File: config.mk
export PLATFORM = sky130hd
export DESIGN_NAME = uart_reg_master
export DESIGN_NICKNAME = d
export VERILOG_FILES = /design/src/rtl/uart_reg_pkg.sv /design/src/rtl/crc8_step.sv /design/src/rtl/uart_reg_line.sv /design/src/rtl/uart_reg_master.sv
export SDC_FILE = /design/constraint.sdc
export NUM_CORES = 1
export LEC_CHECK = 0
export CORE_MARGIN = 2
export CORE_UTILIZATION = 57
export DETAILED_ROUTE_END_ITERATION = 6
export HOLD_SLACK_MARGIN = 0.12
export PLACE_DENSITY = 0.86
export SYNTH_ARGS = -nofsm -noshare
export SYNTH_HDL_FRONTEND = slang
export SYNTH_SLANG_ARGS = --single-unit
File: constraint.sdc
create_clock -name clk_i -period 7 [get_ports clk_i]
set_input_delay 1.4 -clock clk_i [delete_from_list [all_inputs] [get_ports clk_i]]
set_output_delay 1.4 -clock clk_i [all_outputs]
set_load 0.01 [all_outputs]
File: src/rtl/uart_reg_pkg.sv
package uart_reg_pkg;
  typedef enum logic [2:0] {
    LN_IDLE, LN_TX, LN_TX_DONE, LN_RX, LN_RX_DONE
  } line_state_e;

  localparam logic [7:0] SYNC_BYTE = 8'hA0;
  localparam logic [7:0] CRC_POLY  = 8'h07;
endpackage

File: src/rtl/crc8_step.sv
module crc8_step
  import uart_reg_pkg::*;
(
  input  logic [7:0] crc_i,
  input  logic [7:0] data_i,
  output logic [7:0] crc_o
);
  always_comb begin
    logic [7:0] c;
    logic [7:0] d;
    c = crc_i;
    d = data_i;
    for (int j = 0; j < 8; j++) begin
      if (c[7] ^ d[0]) c = {c[6:0], 1'b0} ^ CRC_POLY;
      else             c = {c[6:0], 1'b0};
      d = {1'b0, d[7:1]};
    end
    crc_o = c;
  end
endmodule

File: src/rtl/uart_reg_line.sv
module uart_reg_line
  import uart_reg_pkg::*;
#(
  parameter int ADDR_W      = 2,
  parameter int TIMEOUT_MS  = 20,
  parameter int REPLY_BYTES = 8
) (
  input  logic                     clk_i,
  input  logic                     rst_ni,
  input  logic                     tick_ms_i,
  input  logic                     start_i,
  input  logic                     write_i,
  input  logic [ADDR_W-1:0]        addr_i,
  input  logic [6:0]               reg_i,
  input  logic [31:0]              wdata_i,
  output logic                     busy_o,
  output logic                     tx_valid_o,
  output logic [7:0]               tx_data_o,
  input  logic                     tx_ready_i,
  input  logic                     rx_valid_i,
  input  logic [7:0]               rx_data_i,
  output logic                     wr_done_o,
  output logic                     rd_done_o,
  output logic                     timeout_o,
  output logic                     nf_set_o,
  output logic [ADDR_W-1:0]        addr_o,
  output logic [REPLY_BYTES*8-1:0] reply_o
);
  localparam int TCNT_W = $clog2(TIMEOUT_MS + 2);
  localparam int RIDX_W = (REPLY_BYTES > 1) ? $clog2(REPLY_BYTES) : 1;

  line_state_e              state_q;
  logic [ADDR_W-1:0]        addr_q;
  logic [6:0]               reg_q;
  logic [31:0]              wdata_q;
  logic                     write_q;
  logic [2:0]               idx_q;
  logic [7:0]               crc_q, crc_nx;
  logic [TCNT_W-1:0]        tcnt_q;
  logic [RIDX_W-1:0]        ridx_q;
  logic [REPLY_BYTES*8-1:0] reply_q;
  logic                     to_q, nf_q;
  logic [7:0]               frame_b;
  logic [2:0]               last_idx;
  logic                     expire;

  assign last_idx = write_q ? 3'd7 : 3'd3;
  assign expire   = tick_ms_i && (tcnt_q >= TCNT_W'(TIMEOUT_MS));

  always_comb begin
    case (idx_q)
      3'd0:    frame_b = SYNC_BYTE;
      3'd1:    frame_b = 8'(addr_q);
      3'd2:    frame_b = {reg_q, write_q};
      3'd3:    frame_b = wdata_q[31:24];
      3'd4:    frame_b = wdata_q[23:16];
      3'd5:    frame_b = wdata_q[15:8];
      default: frame_b = wdata_q[7:0];
    endcase
  end

  assign tx_data_o = (idx_q == last_idx) ? crc_q : frame_b;

  crc8_step u_crc (.crc_i(crc_q), .data_i(tx_data_o), .crc_o(crc_nx));

  always_ff @(posedge clk_i or negedge rst_ni) begin
    if (!rst_ni) begin
      state_q <= LN_IDLE;
      addr_q  <= '0;
      reg_q   <= '0;
      wdata_q <= '0;
      write_q <= 1'b0;
      idx_q   <= '0;
      crc_q   <= '0;
      tcnt_q  <= '0;
      ridx_q  <= '0;
      reply_q <= '0;
      to_q    <= 1'b0;
      nf_q    <= 1'b0;
    end else begin
      to_q <= 1'b0;
      nf_q <= 1'b0;
      case (state_q)
        LN_IDLE: if (start_i) begin
          addr_q  <= addr_i;
          reg_q   <= reg_i;
          wdata_q <= wdata_i;
          write_q <= write_i;
          idx_q   <= '0;
          crc_q   <= '0;
          tcnt_q  <= '0;
          state_q <= LN_TX;
        end
        LN_TX: begin
          if (tick_ms_i) tcnt_q <= tcnt_q + 1'b1;
          if (tx_ready_i) begin
            crc_q <= crc_nx;
            idx_q <= idx_q + 1'b1;
            if (idx_q == last_idx) begin
              if (write_q) state_q <= LN_TX_DONE;
              else begin
                state_q <= LN_RX;
                tcnt_q  <= '0;
                ridx_q  <= '0;
              end
            end
          end else if (expire) begin
            state_q <= LN_IDLE;
            to_q    <= 1'b1;
          end
        end
        LN_RX: begin
          if (tick_ms_i) tcnt_q <= tcnt_q + 1'b1;
          if (rx_valid_i) begin
            reply_q[ridx_q*8 +: 8] <= rx_data_i;
            ridx_q <= ridx_q + 1'b1;
            if (ridx_q == RIDX_W'(REPLY_BYTES - 1)) state_q <= LN_RX_DONE;
          end else if (expire) begin
            state_q <= LN_IDLE;
            to_q    <= 1'b1;
            nf_q    <= 1'b1;
          end
        end
        default: state_q <= LN_IDLE;
      endcase
    end
  end

  assign busy_o     = (state_q != LN_IDLE);
  assign tx_valid_o = (state_q == LN_TX);
  assign wr_done_o  = (state_q == LN_TX_DONE);
  assign rd_done_o  = (state_q == LN_RX_DONE);
  assign timeout_o  = to_q;
  assign nf_set_o   = nf_q;
  assign addr_o     = addr_q;
  assign reply_o    = reply_q;
endmodule

File: src/rtl/uart_reg_master.sv
module uart_reg_master
  import uart_reg_pkg::*;
#(
  parameter int N_LINES         = 2,
  parameter int SLAVES_PER_LINE = 4,
  parameter int TIMEOUT_MS      = 20,
  parameter int REPLY_BYTES     = 8,
  localparam int ADDR_W = $clog2(SLAVES_PER_LINE),
  localparam int N_DEV  = N_LINES * SLAVES_PER_LINE,
  localparam int DEV_W  = $clog2(N_DEV) + 1
) (
  input  logic                             clk_i,
  input  logic                             rst_ni,
  input  logic                             tick_ms_i,
  input  logic                             req_valid_i,
  input  logic [DEV_W-1:0]                 req_dev_i,
  input  logic [7:0]                       req_reg_i,
  input  logic [31:0]                      req_wdata_i,
  input  logic                             req_write_i,
  output logic                             req_ack_o,
  output logic                             req_nak_o,
  output logic [N_LINES-1:0]               tx_valid_o,
  output logic [N_LINES*8-1:0]             tx_data_o,
  input  logic [N_LINES-1:0]               tx_ready_i,
  input  logic [N_LINES-1:0]               rx_valid_i,
  input  logic [N_LINES*8-1:0]             rx_data_i,
  output logic [N_LINES-1:0]               busy_o,
  output logic [N_LINES-1:0]               wr_done_o,
  output logic [N_LINES-1:0]               rd_done_o,
  output logic [N_LINES-1:0]               timeout_o,
  output logic [N_LINES*REPLY_BYTES*8-1:0] reply_o,
  input  logic                             clear_nf_i,
  output logic [N_DEV-1:0]                 notfound_o
);
  localparam int LINE_W = DEV_W - ADDR_W;

  logic [LINE_W-1:0] dev_line;
  logic              dev_ok, accept;
  logic [N_LINES-1:0] nf_set;
  logic [ADDR_W-1:0]  line_addr [N_LINES];
  logic [N_DEV-1:0]   nf_q, nf_hit;

  assign dev_line  = req_dev_i[ADDR_W +: LINE_W];
  assign dev_ok    = (req_dev_i < DEV_W'(N_DEV));
  assign accept    = req_valid_i && dev_ok && !req_reg_i[7] && !busy_o[dev_line];
  assign req_ack_o = accept;
  assign req_nak_o = req_valid_i && !accept;

  for (genvar l = 0; l < N_LINES; l++) begin : g_line
    uart_reg_line #(
      .ADDR_W(ADDR_W), .TIMEOUT_MS(TIMEOUT_MS), .REPLY_BYTES(REPLY_BYTES)
    ) u_line (
      .clk_i      (clk_i),
      .rst_ni     (rst_ni),
      .tick_ms_i  (tick_ms_i),
      .start_i    (accept && (dev_line == LINE_W'(l))),
      .write_i    (req_write_i),
      .addr_i     (req_dev_i[ADDR_W-1:0]),
      .reg_i      (req_reg_i[6:0]),
      .wdata_i    (req_wdata_i),
      .busy_o     (busy_o[l]),
      .tx_valid_o (tx_valid_o[l]),
      .tx_data_o  (tx_data_o[l*8 +: 8]),
      .tx_ready_i (tx_ready_i[l]),
      .rx_valid_i (rx_valid_i[l]),
      .rx_data_i  (rx_data_i[l*8 +: 8]),
      .wr_done_o  (wr_done_o[l]),
      .rd_done_o  (rd_done_o[l]),
      .timeout_o  (timeout_o[l]),
      .nf_set_o   (nf_set[l]),
      .addr_o     (line_addr[l]),
      .reply_o    (reply_o[l*REPLY_BYTES*8 +: REPLY_BYTES*8])
    );
  end

  always_comb begin
    nf_hit = '0;
    for (int l = 0; l < N_LINES; l++)
      if (nf_set[l]) nf_hit[l*SLAVES_PER_LINE + int'(line_addr[l])] = 1'b1;
  end

  always_ff @(posedge clk_i or negedge rst_ni) begin
    if (!rst_ni) nf_q <= '0;
    else         nf_q <= (clear_nf_i ? '0 : nf_q) | nf_hit;
  end

  assign notfound_o = nf_q;
endmodule

Yosys cells after proc, flatten, opt, wreduce, memory -nomap -nowiden
Cells that the tools add are included.
{"block": "totals", "reg_bits": 268, "in_bits": 70, "elab_cells": 248}
{"block": "classes", "addsub": 9, "magnitude_cmp": 8, "n_eq_ne": 37, "shift": 4, "mux": 93, "n_bitwise": 34, "reduce_logical": 38}
{"op": "$bwmux 64", "n": 2}
{"op": "$shift 8x34->64 const A", "n": 2}
{"op": "$shiftx 8x34->64", "n": 2}
{"op": "$mux 3", "n": 42}
{"op": "$pmux 8 s6", "n": 2}
{"op": "$neg 6->34", "n": 2}
{"op": "$mux 8", "n": 8}
{"op": "$mux 5", "n": 10}
{"op": "$not 3->3", "n": 16}
{"op": "$pmux 8 s2", "n": 2}
{"op": "$pmux 5 s3", "n": 2}
{"op": "$eq 3x2->1 const B", "n": 8}
{"op": "$eq 3x3->1 const B", "n": 8}
{"op": "$pmux 3 s2", "n": 4}
{"op": "$pmux 3 s3", "n": 2}
{"op": "$ne 2x2->1 const B", "n": 8}
{"op": "$or 8x8->8", "n": 2}
{"op": "$xor 1x1->1", "n": 16}
{"op": "$mux 1", "n": 14}
{"op": "$add 3x1->3 const B", "n": 4}
{"op": "$eq 3x1->1 const B", "n": 4}
{"op": "$logic_not 3->1", "n": 4}
{"op": "$reduce_and 2->1", "n": 6}
{"op": "$reduce_and 3->1", "n": 4}
{"op": "other kinds (23)", "n": 49}

Depth between registers and ports, before layout
Gate-level depths: netlist (run 1).
{"block": "logic_depth", "depth_word": 21, "ltp_mapped": 13}

Cells and area by module
Synthesis (run 1) repeated with hierarchy kept, for this count alone.
{"block": "unflattened", "hier_cells": 1115, "hier_area_um2": 12773.5}
{"mod": "uart_reg_line at g_line[1].u_line", "instances": 1, "cells_per_inst": 558, "area_each_um2": 6077.1}
{"mod": "uart_reg_line at g_line[0].u_line", "instances": 1, "cells_per_inst": 478, "area_each_um2": 5962.0}
{"mod": "crc8_step", "instances": 2, "cells_per_inst": 21, "area_each_um2": 183.9}
{"mod": "uart_reg_master", "instances": 1, "cells_per_inst": 37, "area_each_um2": 366.6}

Least setup slack after synthesis (run 1)
Ideal clock, no wire load.
{"block": "synth_path", "path_type": "input-to-output", "startpoint": "input req_dev_i[3]", "endpoint": "output req_nak_o", "t_arrival_ps": 2217, "t_required_ps": 5600, "path_slack_ps": 3383, "cell_stages": 3, "path_buffers": 0, "cell_sequence": "or3b_2 -> nor2_1 -> nor2b_1"}
{"block": "synth_between", "elab_chain_len": 6}
{"item": "start: declaration", "line_no": "uart_reg_master.sv:16", "source": "input logic [DEV_W-1:0] req_dev_i,"}
{"item": "$lt 4x4->1", "line_no": "uart_reg_master.sv:44", "source": "assign dev_ok = (req_dev_i < DEV_W'(N_DEV));"}
{"item": "$logic_and 1x1->1 (3 in a row)", "line_no": "uart_reg_master.sv:45", "source": "assign accept = req_valid_i && dev_ok && !req_reg_i[7] && !busy_o[dev_line];"}
{"item": "via req_ack_o", "line_no": "uart_reg_master.sv:20", "source": "output logic req_ack_o,"}
{"item": "$logic_not 1->1", "line_no": "uart_reg_master.sv:47", "source": "assign req_nak_o = req_valid_i && !accept;"}
{"item": "$logic_and 1x1->1", "line_no": "uart_reg_master.sv:47"}
{"item": "end: declaration", "line_no": "uart_reg_master.sv:21", "source": "output logic req_nak_o,"}
The timed path passes the listed nets, and every way through them passes these cells.

Final worst setup path (run 1)
{"block": "layout_path", "startpoint": "register g_line[1].u_line.idx_q[2]", "endpoint": "output tx_data_o[12]"}
{"block": "layout_between", "elab_chain_len": 3, "elab_cells_between_ends": 9, "cone_classes": "eq/ne: 6; mux: 2; reduce/logical: 1"}
{"item": "start: declaration", "line_no": "uart_reg_line.sv:37", "source": "logic [2:0] idx_q;"}
{"item": "start signal: assignment", "line_no": "uart_reg_line.sv:98", "source": "idx_q <= idx_q + 1'b1;"}
{"item": "$eq 3x3->1 (tied with other cells)", "line_no": "uart_reg_line.sv:51", "source": "case (idx_q)"}
{"item": "$pmux 8 s6", "line_no": "uart_reg_line.sv:51"}
{"item": "$mux 8 *", "line_no": "uart_reg_line.sv:62", "source": "assign tx_data_o = (idx_q == last_idx) ? crc_q : frame_b;"}
{"item": "end: declaration", "line_no": "uart_reg_master.sv:23", "source": "output logic [N_LINES*8-1:0] tx_data_o,"}
Mark *: on every way between the ends. The rest lies on a longest branch, timed or not.

==> impl_results.md, run 1 <==
* Pre-Repair DR Iteration Count at 6
* CP Capture Type: output pin
* Crit-path slowest cell: dfrtp_1
* Final Cycle Share at 70.3%
* Initial Utilization at 57.8%
* CTS H-tree lvls at 1
* IO Pins at 234
* Share of cells above drive strength 1 at under 10%
* Vias in the first global route at 10300
* DRT iter0 DRCs at 941
* Least-Margin Pin Slew at between 1 and 1.5 ns
* CP Data Arrival Time at 3.52 ns
* Die Y at 153 um
* Final setup viols at 0
* Critical path's top delay family: buffers and inverters
* Port buffer count at 233
* Chip Width at roughly 150 um
* Max-slew headroom at 27.6%
* Hold Path Class: reg -> reg
* DRC at 0
* First-pass GRT wire length at 54900 um
* Most frequent cells in the layout: nand2_1 (335), dfrtp_1 (268), clkdlybuf4s50_1 (232)
* Critical path class: reg -> out
* Clk slew on worst S/H paths at 0.06 ns
* All-Layer GR Usage at a little under 30%
* Clock Sinks at 268
* PD cells at 449 nW/um2
* CTS tree: done
* Ys async rst share at 100%
* GRT overflow at 0
* Cts hold-fix bufs at 0
* Setup TNS at 0 ns
* Vias/cell at 5.87
* Crit start category: flip-flop
* Core Region at 21800 um2
* CP max FO at 23
* Post-cts sizing count at 0
* Placer congestion estimate at roughly 0.94
* Ys Warns at 0
* Post-CTS Setup Inserts at 0
* Layout Skew at about 0.0098 ns
* Layout area overhead at 25.8%
* Most used DFF post-synth: dfrtp_1
* Fmax at 203 MHz
* Antenna violations before repair at 0
* Worst path max stage delay at ~0.79 ns
* Minimum clock period at 4.92 ns
* Nets at 1562
* Max-cap violations at 0
* Syn Nets at ~1400
* Synthesized area per cell at 9.91 um2
* Routed WL at 34000 um
* DR vias at 10300
* Final ANT Viol Nets at 0
* Total die area at 23300 um2
* Clock Tree Buf Depth at 3
* Routed len/inst at a little under 20 um
* Leakage power at 7.02 nW
* Total CTS buffers at 26
* Register area share after synthesis at 53.3%
* Worst VDD drop at 240 uV
* Most common library cell in the layout ignoring fill and taps: nand2_1
* Worst hold slack at about 0.48 ns
* Synthesized cell area at around 13000 um2
* Clock insertion delay at the later pin of the skew report at 0.53 ns
* Slew Limit Fails at 0
* Worst EP required at about 5.6 ns
* Buf/Inv on CP at 3
* DP Wirelength at 24000 um
* RSZ-0062 raised after global routing: no
* Status: finished clean
* Number of synthesized flops with an enable pin at 0
* Crit-path cells: clkinv_1 -> ha_1 -> a222oi_1 -> o21ai_0 -> o21ai_1 -> inv_1 -> clkdlybuf4s50_1
* Root buffer cell: clkbuf_16
* Cell variety after synth at 69
* Largest net degree at the start of global routing at 140
* Final Hold Fails at 0
* Cell Rows at 54
* Synth Instances at ~1300
* Yosys reg bits at 268
* Antenna fix cells at 0
cell type report:
cell class	instances	area, um2
clock buffer	39	751
clock inverter	7	90.1
fill	1508	5930
inverter	41	154
multi-input combinational	890	5390
sequential	268	6710
tap	280	350
timing repair buffer	237	2380
routing by layer:
metal,vias to the layer above,GRT usage (%),share of wire [%]
met5,-,0,0
met4,0,8.99,2.9
met3,80,4.27,6.6
met2,413,49.9,50
met1,5140,38.4,41
li1,4715,-,-
synthesized netlist by cell type, types with 19 or more instances:
| cell type | n | area, um2 |
|---|---|---|
| ha_1 | 28 | 350 |
| a21oi_1 | 27 | 135 |
| xnor2_1 | 21 | 184 |
| inv_1 | 40 | 150 |
| nor2_1 | 38 | 143 |
| o21ai_0 | 143 | 716 |
| dfrtp_1 | 268 | 6710 |
| clkbuf_1 | 43 | 161 |
| nor3_1 | 19 | 95.1 |
| mux2_2 | 65 | 732 |
| nand2_1 | 335 | 1260 |
| nand3_1 | 32 | 160 |
stage by stage:
step                std cells  util, %  power, mW  setup WS [ns]  area, um2
floorplan                1269        -       4.63           3.38      12600
global placement         1716     68.9       5.57           2.52      15000
detailed placement       1716     68.9       5.72           2.47      15000
CTS                      1762     72.7       7.12           2.13      15800
global route             1762     72.7       7.55           1.86      15800
finish                   1762     72.7       7.11           2.08      15800
final timing paths:
kind                                                            end                                     from  cells after the start  slack (ns)
min reg2reg                 g_line[0].u_line.wdata_q[1]$_DFFE_PN0P_  g_line[0].u_line.wdata_q[1]$_DFFE_PN0P_                      2        0.48
max in group asynchronous  g_line[0].u_line.reply_o[23]$_DFFE_PN0P_                                   rst_ni                      2        4.77
min in group asynchronous     g_line[1].u_line.crc_q[5]$_DFFE_PN0P_                                   rst_ni                      1        0.96
min                         g_line[0].u_line.wdata_q[1]$_DFFE_PN0P_  g_line[0].u_line.wdata_q[1]$_DFFE_PN0P_                      2        0.48
max                                                   tx_data_o[12]    g_line[1].u_line.idx_q[2]$_DFFE_PN0P_                      7        2.08
max reg2reg                   g_line[1].u_line.crc_q[3]$_DFFE_PN0P_    g_line[1].u_line.idx_q[2]$_DFFE_PN0P_                      9        3.46
where the power goes:
group	internal, mW	total, mW	leakage, nW	switching (mW)
logic	1.66	3.25	3.07	1.59
registers	2.02	2.48	3.55	0.459
clock network	0.812	1.38	0.405	0.572
worst reg2reg max path, stage by stage, from the launching register on:
cell and delay [ns]:
dfrtp_1 0.79, clkinv_1 0.42, ha_1 0.43, a221oi_1 0.31, a21oi_1 0.07, a32o_1 0.35, xor2_1 0.30, xnor3_1 0.39
or3_1 0.31, o21ai_0 0.09
state kept, by name, summed over array words and instances, names as in the netlist:
signal and flops:
g_line.u_line.addr_o 4, g_line.u_line.crc_q 16, g_line.u_line.idx_q 6, g_line.u_line.nf_set_o 2
g_line.u_line.reg_q 14, g_line.u_line.reply_o 128, g_line.u_line.ridx_q 6, g_line.u_line.state_q 6
g_line.u_line.tcnt_q 10, g_line.u_line.timeout_o 2, g_line.u_line.wdata_q 64, g_line.u_line.write_q 2
notfound_o 8
kinds of logic (layout without fill, tap and decap cells):
logic type / after synthesis / in the layout / share of synthesized area (%)
compound gates: 258 / 258 / 12.7
xor+xnor: 49 / 49 / 4.49
fa+ha+maj: 28 / 28 / 2.79
buf+inv: 111 / 324 / 3.90
flops: 268 / 268 / 53.3
mux: 67 / 67 / 5.98
simple gates: 488 / 488 / 16.8
No activity file was read; power rests on OpenSTA's default activity.
==> run 2, diff against run 1 <==
- CORE_UTILIZATION: 57 -> 53
- PLACE_DENSITY: 0.86 -> 0.81
- clock period: 7 -> 4.99 ns (I/O delays scaled with it)
==> run 2 against run 1 <==
Compared with the run above: first-iteration DRC count fell by 8.2%; global-route usage fell by 2.5 points; critical path depth rose by 1; combinational power rose by 41%; largest power group unchanged.
==> impl_results.md, run 2 (synthesized netlist as in run 1, its figures left out) <==
* Most common library cell in the layout ignoring fill and taps: nand2_1
* RSZ-0062 raised after global routing: no
* All-Layer GR Usage at 26.5% (-2.5 points)
* Slew Limit Fails at 0 (unchanged)
* Met1 Use GR at 35.9% (-2.5 points)
* Switching Power at 3.74 mW (+42%)
* Met3 usage at 3.12% (-1.1 points)
* Nets at 1566 (+0.26%)
* Comb power frac at 44.6% (-1.1 points)
* Total CTS buffers at 28 (+7.7%)
* Die Y at 158 um (+3.6%)
* Placer congestion estimate at 0.884 (-5.7%)
* Cell count of the worst reg-to-reg path at 10 (+1)
* PD cells at 641 nW/um2 (+43%)
* Sequential power share at 33.6% (-1.3 points)
* Most frequent cells in the layout: nand2_1 (335), dfrtp_1 (268), clkdlybuf4s50_1 (232)
* Leakage power at 7.13 nW (+1.5%)
* Layout area overhead at 27.8%
* CTS H-tree lvls at 1 (unchanged)
* Routed len/inst at 18.4 um (-4.8%)
* Clock insertion delay at the later pin of the skew report at 0.53 ns (about the same)
* Antenna violations before repair at 0 (unchanged)
* Cts hold-fix bufs at 0 (unchanged)
* DR vias at 10200 (-1.8%)
* Post-cts sizing count at 0 (unchanged)
* Hold path start: g_line[0].u_line.reply_o[63]$_DFFE_PN0P_
* Largest net degree at the start of global routing at 127 (-9.3%)
* Vias in the first global route at 9893 (-3.6%)
* GRT overflow at 0 (unchanged)
* Root buffer cell: clkbuf_16
* Final Hold Fails at 0 (unchanged)
* Pre-CTS setup slack at 1.24 ns (-1.23 ns)
* Hold Path Class: reg -> reg
* DRT iter0 DRCs at 864 (-8.2%)
* Worst EP required at 3.99 ns (-1.61 ns)
* CP max FO at 14 (-39%)
* Initial Utilization at 53.7% (-4.1 points)
* Final setup viols at 0 (unchanged)
* Hold endpoint: g_line[0].u_line.reply_o[63]$_DFFE_PN0P_
* CTS tree: done
* CP Data Arrival Time at 3.34 ns (-0.18 ns)
* Cell Rows at 56 (+3.7%)
* Crit start category: flip-flop
* Critical path class: reg -> out
* Status: finished clean
* IO Pins at 234 (unchanged)
* Vias/cell at 5.62 (-4.3%)
* Largest register FFs at 128 (unchanged)
* First-pass GRT wire length at 52300 um (-4.8%)
* Clock Power Share at 21.8% (+2.3 points)
* Met2 usage at 44.9% (-5.1 points)
* Minimum clock period at approximately 4.3 ns
* R2R setup slack at 1.65 ns (-1.81 ns)
* Clock Tree Buf Depth at 3 (unchanged)
* Least-Margin Pin Slew at 0.992 ns (-0.0952 ns)
* Core Region at 23400 um2 (+7.6%)
* Pre-Repair DR Iteration Count at 6 (unchanged)
* Chip Width at 158 um (+3.6%)
* Port buffer count at 233 (unchanged)
* Fmax at between 200 and 250 MHz
* Gr busiest metal: met2
* DRC at 0 (unchanged)
* R2r endpoint: g_line[1].u_line.crc_q[3]$_DFFE_PN0P_
* Share of cells above drive strength 1 at 9.20% (+0.70 points)
* Max-slew headroom at 33.8% (+6.2 points)
* CP Capture Type: output pin
* Post-CTS Setup Inserts at 0 (unchanged)
* Final Cycle Share at 87.0%
* Routed WL at 33200 um (-2.3%)
* Layout Skew at 0.0104 ns (+0.000698 ns)
* Setup TNS at 0 ns (unchanged)
* Max-cap violations at 0 (unchanged)
* Clk slew on worst S/H paths at 0.06 ns (about the same)
* Reg2reg start: g_line[1].u_line.idx_q[1]$_DFFE_PN0P_
* Total die area at 25000 um2 (+7.3%)
* Hold Path Depth at 2 (unchanged)
* Setup ws final at 0.648 ns (-1.43 ns)
* Antenna fix cells at 0 (unchanged)
* DP Wirelength at 24100 um (+0.68%)
* Worst VDD drop at 340 uV (+41%)
* Cell Int Power at 6.57 mW (+46%)
* Sw Ratio at 36.3% (-0.62 points)
* Final ANT Viol Nets at 0 (unchanged)
* Clock Sinks at 268 (unchanged)
## run 2: final cells by class
cell class | count | area, um2
inverters | 41 | 154
well taps | 319 | 399
flip-flops and latches | 268 | 6710
repair buffers | 239 | 2410
multi-input cells | 890 | 5390
clock inverters | 11 | 183
clock buffers | 40 | 827
fillers | 1801 | 7340
## run 2: worst max path at each step
| stage | startpoint | endpoint | slack, ns | cells past startpoint |
|---|---|---|---|---|
| global placement | g_line[1].u_line.idx_q[1]$_DFFE_PN0P_ | tx_data_o[11] | 1.32 | 7 |
| global route | g_line[1].u_line.idx_q[1]$_DFFE_PN0P_ | tx_data_o[12] | 0.44 | 8 |
| CTS | g_line[1].u_line.idx_q[1]$_DFFE_PN0P_ | tx_data_o[12] | 0.69 | 8 |
| floorplan | g_line[1].u_line.idx_q[1]$_DFFE_PN0P_ | g_line[1].u_line.crc_q[3]$_DFFE_PN0P_ | 2.07 | 12 |
| detailed placement | g_line[1].u_line.idx_q[1]$_DFFE_PN0P_ | tx_data_o[12] | 1.24 | 8 |
| finish | g_line[1].u_line.idx_q[1]$_DFFE_PN0P_ | tx_data_o[12] | 0.65 | 8 |
## run 2: power by group through the flow
stage | clock network, mW | registers, mW | logic (mW)
3_3_place_gp | 0 | 3.46 | 4.41
5_1_grt | 2.36 | 3.55 | 5.03
6_report | 2.24 | 3.47 | 4.59
3_5_place_dp | 0 | 3.49 | 4.56
2_1_floorplan | 0 | 3.31 | 3.19
4_1_cts | 2.27 | 3.45 | 4.60
## run 2: stage by stage
step | cells | utilization [%] | area, um2 | hold slack, ns | total power [mW]
detailed placement | 1757 | 64.3 | 15100 | 0.463 | 8.04
global route | 1808 | 68.7 | 16100 | 0.496 | 10.9
CTS | 1808 | 68.7 | 16100 | 0.479 | 10.3
floorplan | 1269 | - | 12600 | 0.437 | 6.50
finish | 1808 | 68.7 | 16100 | 0.476 | 10.3
global placement | 1757 | 64.3 | 15100 | 0.460 | 7.87
## run 2: critical path, stage by stage, from the launching register on
cell             delay, ns
dfrtp_1               0.66
inv_1                 0.23
ha_1                  0.37
a221o_1               0.38
a222oi_1              0.21
o21ai_0               0.18
o21ai_1               0.17
inv_1                 0.12
clkdlybuf4s50_1       0.50
## run 2: layer usage
metal  part of all wire, %  wire length (um)
met4                   3.3              1090
met5                     0                 0
met2                    48             16100
met1                    42             14000
met3                   6.2              2060
==> run 3, diff against run 2 <==
- ABC_CLOCK_PERIOD_IN_PS: unset -> 4990
- CORE_MARGIN: 2 -> unset
==> run 3 against run 2 <==
Compared with the run above: clock power about the same; largest power group unchanged; flip-flop and latch count unchanged; utilization down 0.080 points; clock-buffer cell count is 2 higher; critical endpoint unchanged; global-route usage is 0.59 points higher; worst setup slack lost 0.012 ns; register-to-register slack gained 0.02 ns; sequential share of layout area about the same; hold slack improved by 0.0016 ns.
==> impl_results.md, run 3 (synthesized netlist as in run 1, its figures left out) <==
* Comb power frac at 44.6% (about the same)
* Met3 usage at 3.94% (+0.82 points)
* First-pass GRT wire length at 51800 um (-1.0%)
* Largest register FFs at 128 (unchanged)
* Status: finished clean
* Antenna violations before repair at 0 (unchanged)
* Port buffer count at 233 (unchanged)
* Cts hold-fix bufs at 0 (unchanged)
* Layout Skew at 0.0152 ns (+0.00471 ns)
* Switching Power at 3.70 mW (-0.94%)
* Initial Utilization at 53.7% (unchanged)
* Clk slew on worst S/H paths at 0.06 ns (about the same)
* CP Capture Type: output pin
* Post-CTS Setup Inserts at 0 (unchanged)
* Worst VDD drop at 342 uV (+0.51%)
* Cell Int Power at 6.56 mW (-0.14%)
* Total CTS buffers at 28 (unchanged)
* IO Pins at 234 (unchanged)
* Placer congestion estimate at 0.870 (-1.6%)
* PD cells at 639 nW/um2 (-0.31%)
* Fmax at 230 MHz (-0.27%)
* Layout area overhead at 27.6%
* Final Cycle Share at 87.3% (+0.23 points)
* DRT iter0 DRCs at 701 (-19%)
* Sw Ratio at 36.1% (-0.18 points)
* Nets at 1568 (+0.13%)
* Clock insertion delay at the later pin of the skew report at 0.54 ns (about the same)
* Post-DP Area at 15000 um2 (about the same)
* Cell count of the worst reg-to-reg path at 9 (-1)
* Leakage power at 7.12 nW (-0.15%)
* Routed len/inst at 18.1 um (-1.6%)
* DR vias at 10100 (-0.61%)
* Met2 usage at 45.5% (+0.59 points)
* Least-Margin Pin Slew at 1.15 ns (+0.155 ns)
* CP max FO at 14 (unchanged)
* Worst path max stage delay at 0.62 ns (-0.04 ns)
* Largest net degree at the start of global routing at 125 (-1.6%)
* Crit-path cells: inv_1 -> ha_1 -> a221o_1 -> a222oi_1 -> o21ai_0 -> o21ai_1 -> inv_1 -> clkdlybuf4s50_1
* GRT overflow at 0 (unchanged)
* CTS tree: done
* Share of cells above drive strength 1 at 9.12% (-0.079 points)
* RSZ-0062 raised after global routing: no
* Max-cap violations at 0 (unchanged)
* Worst path depth at 8 (unchanged)
* Gr busiest metal: met2
* Final setup viols at 0 (unchanged)
* Finished Cell Area at 16000 um2 (-0.12%)
* Hold Path Depth at 2 (unchanged)
* R2R setup slack at 1.67 ns (+0.02 ns)
* Hold Path Class: reg -> reg
* Critical path class: reg -> out
* Chip Width at 156 um (-1.3%)
* Die Y at 156 um (-1.3%)
* Clock Power Share at 21.8% (about the same)
* Post-cts sizing count at 0 (unchanged)
* Vias/cell at 5.58 (-0.72%)
* Clock Tree Buf Depth at 3 (unchanged)
* Buf/Inv on CP at 3 (unchanged)
* CTS H-tree lvls at 1 (unchanged)
* Total die area at 24300 um2 (-2.5%)
* Antenna fix cells at 0 (unchanged)
* Slew Limit Fails at 0 (unchanged)
* Critical path's top delay family: compound AO/OA/AOI/OAI gates
* All-Layer GR Usage at 27.1% (+0.59 points)
* Crit start category: flip-flop
* Core Region at 23400 um2 (unchanged)
* Most common library cell in the layout ignoring fill and taps: nand2_1
* Cell Rows at 56 (unchanged)
* Clock Sinks at 268 (unchanged)
* DP Wirelength at 23900 um (-0.92%)
* Sequential power share at 33.6% (about the same)
* Vias in the first global route at 9676 (-2.2%)
* Root buffer cell: clkbuf_16
* Most frequent CP cell: inv_1
* Routed WL at 32700 um (-1.5%)
* Final ANT Viol Nets at 0 (unchanged)
* Minimum clock period at 4.35 ns (+0.0116 ns)
* Filler cells at 1786 (-0.83%)
* Met1 Use GR at 36.9% (+0.99 points)
* Worst EP required at 3.99 ns (about the same)
* Most frequent cells in the layout: nand2_1 (335), dfrtp_1 (268), clkdlybuf4s50_1 (232)
* Final core utilization at 68.6% (-0.080 points)
* Max-slew headroom at 23.4% (-10 points)
* Pre-Repair DR Iteration Count at 7 (+1)
* CP Data Arrival Time at 3.36 ns (+0.02 ns)
* Setup TNS at 0 ns (unchanged)
* DRC at 0 (unchanged)
* Final Hold Fails at 0 (unchanged)
* Crit-path slowest cell: dfrtp_1
-- run 3: cell count changes in the layout (fill, tap and decap cells not counted) --
cell	previous run	this run
buf_4	4	8
inv_6	0	1
clkbuf_8	6	5
clkbuf_1	5	8
buf_12	2	0
clkinv_2	5	2
-- run 3: per-layer routing --
metal  up-vias  wire [um]
li1       4755          -
met1      4951      14100
met2       339      15900
met3        53       1940
met4         0        761
met5         -          0
-- run 3: power groups by stage --
stage	Clock (mW)	Sequential (mW)	Combinational [mW]
global placement	0	3.46	4.40
floorplan	0	3.31	3.19
CTS	2.27	3.44	4.58
finish	2.24	3.45	4.57
detailed placement	0	3.47	4.55
global route	2.36	3.53	5.01
-- run 3: final timing paths --
path                                                               start                                       end
worst max-delay path               g_line[1].u_line.idx_q[1]$_DFFE_PN0P_                             tx_data_o[12]
worst min-delay path            g_line[0].u_line.reply_o[38]$_DFFE_PN0P_  g_line[0].u_line.reply_o[38]$_DFFE_PN0P_
worst max register to register     g_line[1].u_line.idx_q[1]$_DFFE_PN0P_     g_line[1].u_line.crc_q[6]$_DFFE_PN0P_
worst min register to register  g_line[0].u_line.reply_o[38]$_DFFE_PN0P_  g_line[0].u_line.reply_o[38]$_DFFE_PN0P_
max in group asynchronous                                         rst_ni     g_line[1].u_line.reg_q[5]$_DFFE_PN0P_
min in group asynchronous                                         rst_ni  g_line[0].u_line.reply_o[18]$_DFFE_PN0P_
-- run 3: final cells by class --
cell class / count / area, um2 / share of cell area [%]
Clock buffer: 42 / 825 / 5.14
Clock inverter: 9 / 176 / 1.10
Inverter: 41 / 154 / 0.959
Multi-Input combinational cell: 890 / 5390 / 33.6
Sequential cell: 268 / 6710 / 41.8
Tap cell: 319 / 399 / 2.49
Timing Repair Buffer: 241 / 2400 / 14.9
-- run 3: worst reg2reg max path, delay by kind of cell, from the launching register on --
family,cells,cell delay (ns)
AOI/OAI and AO/OA,4,1.11
xor gates and xnor gates,2,0.58
adders and majority gates,1,0.37
buffers and inverters,1,0.23
DFF,1,0.62
and+or+nand+nor,1,0.31
-- run 3: through the flow --
step,setup WS [ns],hold WS (ns),power [mW],std cells
CTS,0.663,0.483,10.3,1810
detailed placement,1.23,0.470,8.02,1759
finish,0.636,0.478,10.3,1810
global route,0.481,0.492,10.9,1810
floorplan,2.07,0.437,6.50,1269
global placement,1.31,0.461,7.85,1759
